$ cat config.mk
export PLATFORM = sky130hd
export DESIGN_NAME = msg_poly_adder
export DESIGN_NICKNAME = d
export VERILOG_FILES = /design/src/rtl/msg_add_pkg.sv /design/src/rtl/madd_sequencer.sv /design/src/rtl/madd_lane.sv /design/src/rtl/msg_poly_adder.sv
export SDC_FILE = /design/constraint.sdc
export NUM_CORES = 1
export LEC_CHECK = 0
export ABC_AREA = 1
export BUFFER_PORTS_ARGS = -buffer_cell sky130_fd_sc_hd__clkbuf_2
export CORE_AREA = 2 2 125 127
export CTS_BUF_LIST = sky130_fd_sc_hd__clkbuf_4 sky130_fd_sc_hd__clkbuf_8
export DETAILED_ROUTE_END_ITERATION = 12
export DIE_AREA = 0 0 127 129
export MAX_ROUTING_LAYER = met4
export PLACE_DENSITY = 0.65
export SETUP_SLACK_MARGIN = 0.3
export SYNTH_ARGS = -nofsm -noshare
export SYNTH_HDL_FRONTEND = slang
export SYNTH_SLANG_ARGS = --single-unit
$ cat constraint.sdc
create_clock -name clk -period 6.5 [get_ports clk]
set_clock_uncertainty 0.05 [all_clocks]
set_input_delay 0.325 -clock clk [delete_from_list [all_inputs] [get_ports clk]]
set_output_delay 0.325 -clock clk [all_outputs]
set_load 0.03 [all_outputs]
$ cat src/rtl/msg_add_pkg.sv
package msg_add_pkg;

  // Message bit to its additive term: (q+1)/2 when set, zero otherwise.
  function automatic logic [15:0] msg_term(input logic bit_v, input logic [15:0] q);
    msg_term = bit_v ? ((q + 16'd1) >> 1) : 16'd0;
  endfunction

  // Three operands each below q; the sum is below 3q, so two trial subtractions suffice.
  function automatic logic [15:0] add3_mod(input logic [15:0] a, input logic [15:0] b,
                                           input logic [15:0] c, input logic [15:0] q);
    logic [17:0] s;
    s = {2'b00, a} + {2'b00, b} + {2'b00, c};
    if (s >= {2'b00, q}) s = s - {2'b00, q};
    if (s >= {2'b00, q}) s = s - {2'b00, q};
    add3_mod = s[15:0];
  endfunction

endpackage

$ cat src/rtl/madd_sequencer.sv
module madd_sequencer #(
  parameter int N  = 256,
  parameter int AW = 8
) (
  input  logic          clk,
  input  logic          rst_n,
  input  logic          start,
  output logic          issuing,
  output logic [AW-1:0] rd_idx,
  output logic          wr_vld,
  output logic [AW-1:0] wr_idx,
  output logic          busy,
  output logic          done
);
  localparam logic [AW-1:0] LAST = AW'(N - 1);

  logic accept;
  logic last_write;

  assign busy       = issuing | wr_vld;
  assign accept     = start & ~busy;
  assign last_write = wr_vld & (wr_idx == LAST);

  always_ff @(posedge clk) begin
    if (!rst_n) begin
      issuing <= 1'b0;
      rd_idx  <= '0;
      wr_vld  <= 1'b0;
      wr_idx  <= '0;
      done    <= 1'b0;
    end else begin
      if (accept) begin
        issuing <= 1'b1;
        rd_idx  <= '0;
      end else if (issuing) begin
        if (rd_idx == LAST) issuing <= 1'b0;
        rd_idx <= rd_idx + 1'b1;
      end
      // one stage, matching the one-cycle read latency of both banks
      wr_vld <= issuing;
      wr_idx <= rd_idx;
      done   <= last_write;
    end
  end


  idx_step_chk: assert property (@(posedge clk) disable iff (!rst_n)
    (issuing && $past(issuing)) |-> (rd_idx == $past(rd_idx) + 1'b1));


  done_after_last_chk: assert property (@(posedge clk) disable iff (!rst_n)
    done |-> ($past(wr_vld) && ($past(wr_idx) == LAST) && !busy));


  start_ignored_chk: assert property (@(posedge clk) disable iff (!rst_n)
    (start && issuing && rd_idx != LAST) |=> (issuing && rd_idx != '0));

endmodule

$ cat src/rtl/madd_lane.sv
module madd_lane
  import msg_add_pkg::*;
#(
  parameter int N  = 256,
  parameter int Q  = 3329,
  parameter int CW = 12,
  parameter int AW = 8
) (
  input  logic [N-1:0]  msg,
  input  logic [AW-1:0] idx,
  input  logic [CW-1:0] psum,
  input  logic [CW-1:0] e2,
  output logic          msg_bit,
  output logic [CW-1:0] mu_val,
  output logic [CW-1:0] result
);
  localparam logic [15:0] QV = 16'(Q);

  logic [15:0] mu16;
  logic [15:0] sum16;

  assign msg_bit = msg[idx];
  assign mu16    = msg_term(msg_bit, QV);
  assign mu_val  = mu16[CW-1:0];
  assign sum16   = add3_mod(16'(psum), 16'(e2), mu16, QV);
  assign result  = sum16[CW-1:0];

endmodule

$ cat src/rtl/msg_poly_adder.sv
module msg_poly_adder #(
  parameter  int N  = 256,
  parameter  int Q  = 3329,
  parameter  int CW = 12,
  localparam int AW = $clog2(N)
) (
  input  logic          clk,
  input  logic          rst_n,
  input  logic          start,
  input  logic [N-1:0]  msg,
  output logic          psum_rd_en,
  output logic [AW-1:0] psum_rd_addr,
  input  logic [CW-1:0] psum_rd_data,
  output logic          e2_rd_en,
  output logic [AW-1:0] e2_rd_addr,
  input  logic [CW-1:0] e2_rd_data,
  output logic          wr_en,
  output logic [AW-1:0] wr_addr,
  output logic [CW-1:0] wr_data,
  output logic          busy,
  output logic          done
);
  logic          issuing;
  logic [AW-1:0] rd_idx;
  logic          wr_vld;
  logic [AW-1:0] wr_idx;
  logic          msg_bit;
  logic [CW-1:0] mu_val;
  logic [CW-1:0] result;

  madd_sequencer #(.N(N), .AW(AW)) u_seq (
    .clk(clk), .rst_n(rst_n), .start(start),
    .issuing(issuing), .rd_idx(rd_idx),
    .wr_vld(wr_vld), .wr_idx(wr_idx),
    .busy(busy), .done(done)
  );

  madd_lane #(.N(N), .Q(Q), .CW(CW), .AW(AW)) u_lane (
    .msg(msg), .idx(wr_idx),
    .psum(psum_rd_data), .e2(e2_rd_data),
    .msg_bit(msg_bit), .mu_val(mu_val), .result(result)
  );

  // two banks, one read each per cycle, same index
  assign psum_rd_en   = issuing;
  assign psum_rd_addr = rd_idx;
  assign e2_rd_en     = issuing;
  assign e2_rd_addr   = rd_idx;

  // write index equals the index whose data is on the read buses now
  assign wr_en   = wr_vld;
  assign wr_addr = wr_idx;
  assign wr_data = result;


  write_matches_read_chk: assert property (@(posedge clk) disable iff (!rst_n)
    wr_en |-> ($past(psum_rd_en) && $past(e2_rd_en) && wr_addr == $past(psum_rd_addr)));


  result_in_range_chk: assert property (@(posedge clk) disable iff (!rst_n)
    (wr_en && psum_rd_data < CW'(Q) && e2_rd_data < CW'(Q)) |-> (wr_data < CW'(Q)));


  mu_tracks_bit_chk: assert property (@(posedge clk) disable iff (!rst_n)
    wr_en |-> (msg_bit ? (mu_val == CW'((Q + 1) / 2)) : (mu_val == '0)));


  reset_quiet_chk: assert property (@(posedge clk)
    $past(!rst_n) |-> (!busy && !done && !wr_en && !psum_rd_en && !e2_rd_en));

endmodule

==> metrics.yaml <==
routing:
  via_per_inst: 5.24
  drtPass1Iterations: 5
  drc_errors: 0
  wl_per_cell_um: 16.3
  drt_iter0_drc: 541
  drt_wl_total_um: 23200
  postRouteAntennaNets: 0
  num_vias: 7439
pwr:
  p_leak_nw: 3.75
  finalPower_w: 0.00152
  power_density_nw_per_um2: 220
  ir_drop_mv: 0.269
synthesis:
  synth_area_um2: 4970
  avgSynthCellArea_um2: 5.28
  ys_seq_elements: 19
  ys_types: 38
  synth_cells: 942
  synthFlopType: "dfxtp_1"
  synthArstFlopShare_pct: 0
  synth_edf_count: 0
  synth_nets: 1248
  ys_warn_count: 0
  ys_seq_area_share_pct: 7.65
die:
  dieArea_um2: 16400
  rows: 45
  coreArea_um2: 15000
  die_y_um: 129
  start_util_pct: 33.2
  io_pins: 324
  die_w_um: 127
cells_and_area:
  finalCoreUtilization_pct: 46.1
  stdcell_area_um2: 6900
  layout.nets: 1537
  fin_cells: 1421
  area_delta_synth_final_pct: 38.9
  n_fill_cell: 1668
  drive_gt1_share_pct: 31.5
critical_path:
  arrival_ps: 5340
  slowest_stage: "dfxtp_4"
  worstPathRequired_ps: 6120
  worstSetupStartpointType: "flop"
  critPathMaxFanout: 32
  critPathMostFrequentCell: "nand2_1"
  critical-path-max-stage-delay_ps: 400
  crit_path_end_kind: "primary output"
  path_class: "flop to primary output"
cts:
  htreeDepth: 1
  clock_sinks: 19
  cts_max_path_buffers: 2
  cts_tree: "built"
  clockRootBuffer: "clkbuf_8"
  clkLatencyLatePin_ps: 260
  cts_hold_buffers: 0
  cts_buffers: 3
  clk_pin_slew_worst_paths_ps: 80
sta:
  relSlewSlack_pct: 56.2
  min_period_ps: 5710
  fin_tns_setup_ps: 0
  tightest_slew_ps: 657
  fin_crit_sh_pct: 87.9
  setup_viol: 0
  maxClockFrequency_mhz: 175
  hold_viol: 0
  grt_setup_unrepaired: "false"
  slew_viol_final: 0
place:
  dp.cells: 1404
  placed_cell_area_um2: 6670
  gp_congestion: 0.957
  dp_hpwl_um: 18200
  io_buffers: 323
global_routing:
  grt_max_degree: 131
  first_global_vias: 6597
  track_usage_pct: 26.6
  overflow: 0
  grt_pass1_wl_um: 33900
  antenna_found_initial: 3
worst_hold_path:
  hold_class: "primary input to flop"
flow_run:
  maxCapViolCount: 0
outcome:
  run_status: "complete, no violations"
[worst paths after layout]
check | startpoint | endpoint | slack (ps) | depth (start not counted)
max reg2reg | u_seq.issuing$_SDFF_PN0_ | u_seq.rd_idx[7]$_SDFFE_PP0P_ | 4850 | 7
min reg2reg | u_seq.rd_idx[3]$_SDFFE_PP0P_ | u_seq.wr_idx[3]$_SDFF_PN0_ | 460 | 2
min | start | u_seq.issuing$_SDFF_PN0_ | 310 | 3
max | u_seq.wr_idx[0]$_SDFF_PN0_ | wr_data[11] | 790 | 32
[flip-flops by register name, summed over array words and instances (netlist names)]
signal and flops:
u_seq.wr_idx 8, u_seq.wr_vld 1, u_seq.issuing 1, u_seq.rd_idx 8
u_seq.done 1
[report_power, final]
| part | switching, W | internal [W] |
|---|---|---|
| sequential | 0.00000562 | 0.000118 |
| clock | 0.0000443 | 0.0000436 |
| combinational | 0.000872 | 0.000436 |
| total | 0.000922 | 0.000598 |
[cells in the final DEF, fill, tap and decap left out, types with 15 or more instances in the layout]
master	synthesis	routed
o21ai_0	132	131
a21oi_1	19	18
ha_1	22	22
o221ai_1	26	25
buf_4	10	17
nand3_1	91	91
inv_1	66	64
dfxtp_1	19	16
o22ai_1	39	39
xor2_1	15	15
clkbuf_2	0	323
nand2_1	200	200
nor2_1	170	169
[what timing repair did]
action                     4_1_cts  5_1_grt
buffers inserted                 0        8
setup endpoints to repair       12       12
cloned                           0        2
gates resized for setup          6       15
pin swaps                        0        8
[cell families (layout without fill, tap and decap cells)]
kind of cell	after synthesis	after routing	synth area share, %
fa+ha+maj	23	23	5.94
xor+xnor	22	22	4.18
simple gates	507	507	43.2
other cells	0	3	0
buf+inv	136	424	11.3
flops	19	19	7.65
compound gates	235	235	27.7
[metrics by stage]
step / setup slack, ps / hold WS [ps]
2_1_floorplan: 1150 / 435
3_3_place_gp: 491 / 439
3_5_place_dp: 399 / 443
4_1_cts: 315 / 306
5_1_grt: 267 / 309
6_report: 787 / 312
[worst max-delay path: cells and delay by family, from the launching register on]
kind	cells	cell delay [ps]
AND/OR/NAND/NOR	18	1880
AO/OA/AOI/OAI	6	1270
buffers and inverters	5	780
adder cells (fa/ha/maj)	3	720
flip-flops	1	400
[layout make-up]
type / count / area, um^2 / area share, %
diodes: 3 / 7.51 / 0.109
clock buffers: 3 / 41.3 / 0.598
clock inverters: 1 / 6.26 / 0.0906
inverters: 74 / 294 / 4.26
multi-input cells: 787 / 4060 / 58.8
flip-flops and latches: 19 / 389 / 5.64
well taps: 188 / 235 / 3.41
repair buffers: 346 / 1870 / 27.1
[synthesized netlist by cell type, types with 5 or more instances]
cell / instances / share of area, %
xnor2_1: 5 / 0.88
a21oi_1: 19 / 1.9
o221ai_1: 26 / 4.6
inv_2: 6 / 0.45
nor2_1: 170 / 13
nand3_1: 91 / 9.2
nand2_2: 10 / 1.3
o22ai_1: 39 / 4.9
nand2_1: 200 / 15
buf_4: 10 / 1.5
o21ai_0: 132 / 13
nand3b_1: 5 / 0.76
inv_1: 66 / 5.0
nand4_1: 13 / 1.6
clkbuf_1: 48 / 3.6
nor3_1: 6 / 0.60
o211ai_1: 6 / 0.91
ha_1: 22 / 5.5
dfxtp_1: 19 / 7.7
xor2_1: 15 / 2.6
[per-layer routing]
layer / global-route usage (%) / vias to the layer above / share of wire (%)
met5: - / - / 0
met1: 33.6 / 3294 / 44
met4: 5.24 / 0 / 2.1
met3: 6.11 / 36 / 8.9
li1: - / 3781 / -
met2: 43.7 / 328 / 45
(Power assumes the default switching activity.)
